[src/rtl/insn_exec_pkg.sv]
package insn_exec_pkg;

    localparam int INSN_W  = 32;
    localparam int IDX_W   = 5;
    localparam int FIELD_W = 6;
    localparam int IMM_W   = 16;

    localparam logic [FIELD_W-1:0] OPC_REG  = 6'd0;
    localparam logic [FIELD_W-1:0] OPC_ADDI = 6'd8;
    localparam logic [FIELD_W-1:0] OPC_ANDI = 6'd12;
    localparam logic [FIELD_W-1:0] OPC_ORI  = 6'd13;
    localparam logic [FIELD_W-1:0] OPC_LUI  = 6'd15;

    localparam logic [FIELD_W-1:0] FN_SLL = 6'd0;
    localparam logic [FIELD_W-1:0] FN_SRL = 6'd2;
    localparam logic [FIELD_W-1:0] FN_ADD = 6'd32;
    localparam logic [FIELD_W-1:0] FN_SUB = 6'd34;
    localparam logic [FIELD_W-1:0] FN_AND = 6'd36;
    localparam logic [FIELD_W-1:0] FN_OR  = 6'd37;
    localparam logic [FIELD_W-1:0] FN_NOR = 6'd39;
    localparam logic [FIELD_W-1:0] FN_SLT = 6'd42;

    typedef enum logic [3:0] {
        ALU_ADD,
        ALU_SUB,
        ALU_AND,
        ALU_OR,
        ALU_NOR,
        ALU_SLT,
        ALU_SHL,
        ALU_SHR,
        ALU_UPPER,
        ALU_NONE
    } alu_sel_e;

    typedef enum logic [1:0] {
        BSRC_REG,
        BSRC_SEXT,
        BSRC_ZEXT
    } bsrc_e;

    typedef struct packed {
        logic [FIELD_W-1:0] opc;
        logic [IDX_W-1:0]   src_a;
        logic [IDX_W-1:0]   src_b;
        logic [IDX_W-1:0]   dst_r;
        logic [IDX_W-1:0]   shamt;
        logic [FIELD_W-1:0] fn;
    } reg_fmt_t;

endpackage

[src/rtl/insn_decoder.sv]
module insn_decoder
    import insn_exec_pkg::*;
#(
    parameter int DATA_W = 32
) (
    input  logic [INSN_W-1:0] instr,
    input  logic [DATA_W-1:0] rs_val,
    input  logic [DATA_W-1:0] rt_val,
    output alu_sel_e          alu_sel,
    output logic [DATA_W-1:0] opnd_a,
    output logic [DATA_W-1:0] opnd_b,
    output logic [IDX_W-1:0]  shift_cnt,
    output logic [IDX_W-1:0]  dest,
    output logic              dest_live,
    output logic              bad_code
);

    localparam int EXT_W = DATA_W - IMM_W;

    reg_fmt_t         fld;
    logic [IMM_W-1:0] imm;
    bsrc_e            bsrc;
    logic             imm_form;
    logic [DATA_W-1:0] a_rd;
    logic [DATA_W-1:0] b_rd;

    always_comb begin
        fld      = reg_fmt_t'(instr);
        imm      = instr[IMM_W-1:0];
        alu_sel  = ALU_NONE;
        bsrc     = BSRC_REG;
        imm_form = 1'b0;
        bad_code = 1'b0;

        unique case (fld.opc)
            OPC_REG: begin
                unique case (fld.fn)
                    FN_ADD:  alu_sel = ALU_ADD;
                    FN_SUB:  alu_sel = ALU_SUB;
                    FN_AND:  alu_sel = ALU_AND;
                    FN_OR:   alu_sel = ALU_OR;
                    FN_NOR:  alu_sel = ALU_NOR;
                    FN_SLT:  alu_sel = ALU_SLT;
                    FN_SLL:  alu_sel = ALU_SHL;
                    FN_SRL:  alu_sel = ALU_SHR;
                    default: bad_code = 1'b1;
                endcase
            end
            OPC_ADDI: begin
                alu_sel  = ALU_ADD;
                bsrc     = BSRC_SEXT;
                imm_form = 1'b1;
            end
            OPC_ANDI: begin
                alu_sel  = ALU_AND;
                bsrc     = BSRC_ZEXT;
                imm_form = 1'b1;
            end
            OPC_ORI: begin
                alu_sel  = ALU_OR;
                bsrc     = BSRC_ZEXT;
                imm_form = 1'b1;
            end
            OPC_LUI: begin
                alu_sel  = ALU_UPPER;
                bsrc     = BSRC_ZEXT;
                imm_form = 1'b1;
            end
            default: bad_code = 1'b1;
        endcase

        a_rd = (fld.src_a == '0) ? '0 : rs_val;
        b_rd = (fld.src_b == '0) ? '0 : rt_val;

        opnd_a = a_rd;
        unique case (bsrc)
            BSRC_SEXT: opnd_b = {{EXT_W{imm[IMM_W-1]}}, imm};
            BSRC_ZEXT: opnd_b = {{EXT_W{1'b0}}, imm};
            default:   opnd_b = b_rd;
        endcase

        shift_cnt = fld.shamt;
        dest      = bad_code ? '0 : (imm_form ? fld.src_b : fld.dst_r);
        dest_live = !bad_code && (dest != '0);
    end

endmodule

[src/rtl/insn_alu.sv]
module insn_alu
    import insn_exec_pkg::*;
#(
    parameter int DATA_W = 32
) (
    input  alu_sel_e          alu_sel,
    input  logic [DATA_W-1:0] opnd_a,
    input  logic [DATA_W-1:0] opnd_b,
    input  logic [IDX_W-1:0]  shift_cnt,
    output logic [DATA_W-1:0] alu_out
);

    localparam int HALF_W = DATA_W - IMM_W;

    logic signed [DATA_W-1:0] a_s;
    logic signed [DATA_W-1:0] b_s;

    always_comb begin
        a_s = opnd_a;
        b_s = opnd_b;
        unique case (alu_sel)
            ALU_ADD:   alu_out = opnd_a + opnd_b;
            ALU_SUB:   alu_out = opnd_a - opnd_b;
            ALU_AND:   alu_out = opnd_a & opnd_b;
            ALU_OR:    alu_out = opnd_a | opnd_b;
            ALU_NOR:   alu_out = ~(opnd_a | opnd_b);
            ALU_SLT:   alu_out = {{(DATA_W-1){1'b0}}, (a_s < b_s)};
            ALU_SHL:   alu_out = opnd_b << shift_cnt;
            ALU_SHR:   alu_out = opnd_b >> shift_cnt;
            ALU_UPPER: alu_out = {opnd_b[IMM_W-1:0], {HALF_W{1'b0}}};
            default:   alu_out = '0;
        endcase
    end

endmodule

[src/rtl/insn_exec_unit.sv]
module insn_exec_unit
    import insn_exec_pkg::*;
#(
    parameter int DATA_W = 32
) (
    input  logic              clk,
    input  logic              rst_n,
    input  logic              in_valid,
    input  logic [31:0]       instr,
    input  logic [DATA_W-1:0] rs_val,
    input  logic [DATA_W-1:0] rt_val,
    output logic              out_valid,
    output logic [DATA_W-1:0] result,
    output logic [4:0]        dest_idx,
    output logic              wr_en,
    output logic              illegal
);

    typedef struct packed {
        logic              valid;
        logic [DATA_W-1:0] res;
        logic [IDX_W-1:0]  dst;
        logic              we;
        logic              bad;
    } stage_t;

    alu_sel_e          alu_sel;
    logic [DATA_W-1:0] opnd_a;
    logic [DATA_W-1:0] opnd_b;
    logic [IDX_W-1:0]  shift_cnt;
    logic [IDX_W-1:0]  dest;
    logic              dest_live;
    logic              bad_code;
    logic [DATA_W-1:0] alu_out;

    stage_t stage_d;
    stage_t stage_q;

    insn_decoder #(.DATA_W(DATA_W)) u_dec (
        .instr     (instr),
        .rs_val    (rs_val),
        .rt_val    (rt_val),
        .alu_sel   (alu_sel),
        .opnd_a    (opnd_a),
        .opnd_b    (opnd_b),
        .shift_cnt (shift_cnt),
        .dest      (dest),
        .dest_live (dest_live),
        .bad_code  (bad_code)
    );

    insn_alu #(.DATA_W(DATA_W)) u_alu (
        .alu_sel   (alu_sel),
        .opnd_a    (opnd_a),
        .opnd_b    (opnd_b),
        .shift_cnt (shift_cnt),
        .alu_out   (alu_out)
    );

    always_comb begin
        stage_d = '0;
        if (in_valid) begin
            stage_d.valid = 1'b1;
            stage_d.res   = bad_code ? '0 : alu_out;
            stage_d.dst   = dest;
            stage_d.we    = dest_live;
            stage_d.bad   = bad_code;
        end
    end

    always_ff @(posedge clk) begin
        if (!rst_n) begin
            stage_q <= '0;
        end else begin
            stage_q <= stage_d;
        end
    end

    assign out_valid = stage_q.valid;
    assign result    = stage_q.res;
    assign dest_idx  = stage_q.dst;
    assign wr_en     = stage_q.we;
    assign illegal   = stage_q.bad;

    assert_latency_R2: assert property (@(posedge clk) disable iff (!rst_n)
        out_valid == $past(in_valid && rst_n));

    assert_gated_by_valid_R2: assert property (@(posedge clk) disable iff (!rst_n)
        (wr_en || illegal) |-> out_valid);

    assert_no_write_at_zero_R11: assert property (@(posedge clk) disable iff (!rst_n)
        wr_en |-> (dest_idx != '0));

    assert_illegal_blocks_write_R12: assert property (@(posedge clk) disable iff (!rst_n)
        illegal |-> (!wr_en && result == '0));

    assert_upper_low_clear_R9: assert property (@(posedge clk) disable iff (!rst_n)
        $past(rst_n && in_valid && instr[31:26] == OPC_LUI)
        |-> (result[IMM_W-1:0] == '0));

    assert_slt_boolean_R5: assert property (@(posedge clk) disable iff (!rst_n)
        $past(rst_n && in_valid && instr[31:26] == OPC_REG && instr[5:0] == FN_SLT)
        |-> (result[DATA_W-1:1] == '0));

endmodule

[config.mk]
export PLATFORM = sky130hd
export DESIGN_NAME = insn_exec_unit
export DESIGN_NICKNAME = d
export VERILOG_FILES = /design/src/rtl/insn_exec_pkg.sv /design/src/rtl/insn_decoder.sv /design/src/rtl/insn_alu.sv /design/src/rtl/insn_exec_unit.sv
export SDC_FILE = /design/constraint.sdc
export NUM_CORES = 1
export LEC_CHECK = 0
export BUFFER_PORTS_ARGS = -buffer_cell sky130_fd_sc_hd__buf_2
export CAP_MARGIN = 15
export CORE_MARGIN = 10
export CORE_UTILIZATION = 25
export CTS_BUF_LIST = sky130_fd_sc_hd__clkbuf_2
export DETAILED_ROUTE_END_ITERATION = 6
export GPL_TIMING_DRIVEN = 0
export SLEW_MARGIN = 20
export SYNTH_ARGS = -nofsm -noshare
export SYNTH_HDL_FRONTEND = slang
export SYNTH_SLANG_ARGS = --single-unit
[constraint.sdc]
create_clock -name clk -period 13.01 [get_ports clk]
set_input_delay 1.301 -clock clk [delete_from_list [all_inputs] [get_ports clk]]
set_output_delay 1.301 -clock clk [all_outputs]
set_load 0.02 [all_outputs]
== Word level (Yosys, flattened, before mapping) ==
Cells that the tools add are included.

* $add $sub $neg: 2
* Order comparisons: 1
* Equality and inequality tests: 21
* Shift-type cells: 2
* Mux-type cells: 14
* Bitwise operators: 5
* Reductions and logical operators: 13

{| class="wikitable"
|+ Operators by type and width
! cell !! count
|-
| $pmux 32 s9 || 1
|-
| $mux 32 || 3
|-
| $pmux 32 s2 || 1
|-
| $mux 40 || 1
|-
| $eq 6x6->1 const B || 6
|-
| $add 32x32->32 || 1
|-
| $and 32x32->32 || 1
|-
| $lt 32x32->1 || 1
|-
| $not 32->32 || 1
|-
| $or 32x32->32 || 1
|-
| $pmux 4 s8 || 1
|-
| $shl 32x5->32 || 1
|-
| $shr 32x5->32 || 1
|-
| $sub 32x32->32 || 1
|-
| $eq 6x4->1 const B || 4
|-
| $pmux 4 s5 || 1
|-
| $eq 4x3->1 const B || 4
|-
| $logic_not 6->1 || 2
|-
| $logic_not 5->1 || 2
|-
| $mux 5 || 2
|-
| $eq 4x2->1 const B || 2
|-
| $reduce_or 8->1 || 1
|-
| $eq 6x2->1 const B || 1
|-
| $reduce_or 3->1 || 2
|-
| 14 further kinds || 16
|}

* Bits in registers: 40
* Input bits: 99
* Word-level logic and storage cells: 63

== Depth between registers and ports, before layout ==
* Depth in word-level cells: 10
* Gate-level depth with buffers: 23

== Modules after synthesis ==
Synthesis repeated with hierarchy kept, for this count alone.

* Cells, all modules: 1,493
* Area, all modules: 10,470.0 um2

{| class="wikitable"
|+ Modules (own cells, without submodules)
! module !! times used !! cells each !! area an instance (um2)
|-
| insn_alu || 1 || 1,254 || 8,232.9
|-
| insn_exec_unit || 1 || 91 || 1,226.2
|-
| insn_decoder || 1 || 148 || 1,011.0
|}

== Worst setup path before layout ==
No wires, ideal clock.

* Path type: input -> register
* Start: input instr[31]
* End: register stage_q (netlist bit result[31])
* Setup time: 128 ps
* Data arrival time: 5,430 ps
* Setup slack: 7,451 ps
* Cell stages on the path: 22
* Cells stage by stage: nor2_1 nand3_1 a21oi_1 ha_1 buf_2 a21oi_1 clkbuf_1 buf_1 a21oi_1 inv_1 ha_1 clkbuf_1 a21oi_1 o211ai_1 a221oi_1 nand3_1 a221o_1 a311oi_1 o2bb2ai_1 a41oi_1 mux2i_1 o21ai_0

* Word-level cells in the longest chain between the ends: 8
* Elaborated cells between the ends (all ways): 31
* Those cells by class: 2 x add/sub; 14 x eq/ne; 2 x shift; 5 x mux; 3 x bitwise; 5 x reduce/logical

{| class="wikitable"
|+ Ends and longest elaborated chain
! what !! line !! text
|-
| start: declaration || insn_exec_unit.sv:9 || <nowiki>input logic [31:0] instr,</nowiki>
|-
| parallel branches: the longest is 8 deep, another holds $sub 32x32->32 || - ||
|-
| end signal: assignment || insn_exec_unit.sv:75 || <nowiki>stage_q <= stage_d;</nowiki>
|-
| end: declaration || insn_exec_unit.sv:37 || <nowiki>stage_t stage_q;</nowiki>
|}

Several ways; the timed one is not identified.
A chain may end at the register's enable or synchronous reset.

== Final worst setup path ==
* Start: input instr[7]
* End: register stage_q (netlist bit result[0])

* Word-level cells in the longest chain between the ends: 3
* Elaborated cells between the ends (all ways): 5
* Those cells by class: 1 x order compare; 2 x shift; 2 x mux

{| class="wikitable"
|+ Ends and longest elaborated chain
! what !! line !! text
|-
| $pmux 32 s2 || insn_decoder.sv:76 || <nowiki>unique case (bsrc)</nowiki>
|-
| $lt 32x32->1 (tied with other cells) || insn_alu.sv:27 || <nowiki>ALU_SLT: alu_out = {{(DATA_W-1){1'b0}}, (a_s < b_s)};</nowiki>
|-
| $pmux 32 s9 (*) || insn_alu.sv:21 || <nowiki>unique case (alu_sel)</nowiki>
|}

Mark *: on every way between the ends. The rest lies on a longest branch, timed or not.

==> impl_metrics.tcl <==
set metrics [dict create \
    synth_top_area_frac 0.117 \
    ctsLongestPathBuffers 2 \
    synth_top_area_cell "ha_1" \
    ys_seq_area_frac 0.0761 \
    port_buffers 132 \
    finalPower_mw 0.723 \
    hpwl_um 54700 \
    fp.dieArea_um2 50700 \
    slew_viol_final 0 \
    ctsResizeCount 0 \
    grt_pass1_wl_um 94200 \
    finalSetupTns_ns 0 \
    routed_via_density 6.11 \
    syn_nets 1769 \
    cp.required_ns 13.58 \
    ys_warn_count 0 \
    worstMarginPinSlew_ns 1.25 \
    slew_headroom 0.164 \
    synthDistinctLibCells 98 \
    io_pins 139 \
    grt.overflow.total 0 \
    pre_cts_ws_ns 5.35 \
    nets 1908 \
    netlist_instances 1570 \
    grt_max_degree 14 \
    violations "DRC" \
    antenna_found_initial 5 \
    cts_setup_buffers 0 \
    leakage_nw 5.13 \
    synthArstFlopShare 0 \
    final_common_cell "nand2_1" \
    cp-start-kind "input port" \
    synth.avg_cell_area_um2 6.70 \
    coreArea_um2 41800 \
    synth_area_um2 10500 \
    place_area_um2 11900 \
    wl_per_cell_um 29.5 \
    power_density_nw_per_um2 60.7 \
    setup_violations 0 \
    firstDrtPassIters 7 \
    dieWidth_um 225 \
    grt_setup_unrepaired "no" \
    max-cap-violations 0 \
    holdBufCountCts 0 \
    min_path_type "in -> reg" \
    initial_utilization 0.252 \
    drtAntennaViolNets 0 \
    status "finished, violations left" \
    cp-end-kind "flop" \
    grt_usage 0.254 \
    setup_ws_ns 5.76 \
    rows 75 \
    fin_crit_ns 7.25 \
    syn_to_final_growth_pct 13.3 \
    htree_levels 2 \
    hold_violations 0 \
    ir_drop_uv 24.9 \
    vias 13755 \
    synth.area.top_cells "ha_1, dfxtp_1, a21oi_1, nand2_1, nor2_1" \
    drc 4 \
    cp.arrival_ns 7.82 \
    cts.reportedPaths.clkPinSlew_ns 0.26 \
    place_congestion 1.05 \
    clock_sinks 40 \
    cts_tree "built" \
    cts_root_buf "clkbuf_2" \
    hold_ws_ns 0.903 \
    ys.flop_type "dfxtp_1" \
    critPathKind "in -> reg" \
    routed_wl_um 66500 \
    drt_iter0_markers 2135 \
    layout.cells.non_filler 2253 \
    drive_gt1_frac 0.151 \
    design_area_um2 11900 \
    final_cell_mix "nand2_1, nor2_1, buf_2" \
    path_max_fanout 10 \
    final_util 0.285 \
    max_freq_mhz 138 \
    synth-seq-cells 40 \
    fin_crit_sh 0.557 \
    place_inst 2241 \
    cts_buffers 5 \
    synth_edf_count 0 \
    die_h_um 225 \
    first_global_vias 13060 \
]
==> metal layers <==
metal	up-vias	GRT usage	part of all wire
met3	187	0.0589	0.099
met4	2	0.120	0.054
met5	-	0	0.00020
met2	928	0.398	0.44
met1	6582	0.323	0.41
li1	6056	-	-
==> worst max-delay path, cell delays in order <==
cell and delay (ns):
buf_2 0.24, buf_2 0.36, buf_2 0.33, buf_1 0.59, buf_1 0.61, a22o_1 0.56, inv_1 0.13, ha_1 0.36
clkbuf_1 0.38, nand2b_1 0.17, a211oi_1 0.07, o41ai_1 0.35, o21ai_0 0.34, o21ai_0 0.46, nor4_1 0.10, o211a_1 0.28
a2111oi_1 0.85, o31a_1 0.29
==> Yosys cell counts, types with 6 or more instances <==
cell	count
a211o_1	8
a211oi_1	38
a21o_1	16
a21oi_1	153
a221o_1	9
a221oi_1	28
a22o_1	6
a22o_2	8
a22oi_1	7
a31oi_1	30
and2_1	8
and3_1	6
buf_1	15
buf_2	30
buf_6	6
clkbuf_1	68
dfxtp_1	40
ha_1	98
inv_1	99
inv_2	6
mux2_2	13
mux2i_1	56
mux4_2	17
nand2_1	196
nand2b_1	14
nand3_1	27
nand4_1	12
nor2_1	167
nor2b_1	13
nor3_1	37
nor4_1	10
o2111ai_1	9
o211ai_1	33
o21ai_0	108
o22ai_1	10
o311ai_0	6
o31a_1	8
o31ai_1	9
or3_1	6
xnor2_1	21
xor2_1	8
==> registers in the layout, indices dropped and copies added, names as in the netlist <==
name / cells
dest_idx: 5
illegal: 1
wr_en: 1
out_valid: 1
result: 32
==> final timing paths <==
path                  start           to  slack, ns  depth (start not counted)
setup / recovery   instr[7]    result[0]       5.76                         18
hold / removal    instr[12]  dest_idx[1]       0.90                          3
==> where the power goes <==
group / leakage (nW) / total [mW] / internal [mW] / switching, mW
sequential: 0.323 / 0.124 / 0.124 / 0.000159
clock: 0.0227 / 0.0704 / 0.0122 / 0.0582
combinational: 4.78 / 0.529 / 0.169 / 0.360
==> layout make-up <==
class / count / area, um^2
clock inverter: 3 / 18.8
inverter: 105 / 394
tap: 539 / 674
timing repair buffer: 132 / 661
multi-input combinational: 1302 / 8780
clock buffer: 5 / 25.0
buffer: 123 / 559
fill: 4714 / 29800
sequential: 40 / 801
antenna: 4 / 10.0
==> cell families (layout without fill, tap and decap cells) <==
logic type	Yosys count	after routing	share of synthesized area
flip-flops	40	40	0.0761
XOR/XNOR	29	29	0.0241
other	0	4	0
buffers and inverters	228	368	0.0906
AND/OR/NAND/NOR	530	530	0.228
multiplexers	87	87	0.106
AO/OA/AOI/OAI	556	556	0.355
adder cells (fa/ha/maj)	100	100	0.120
(Power assumes the default switching activity.)
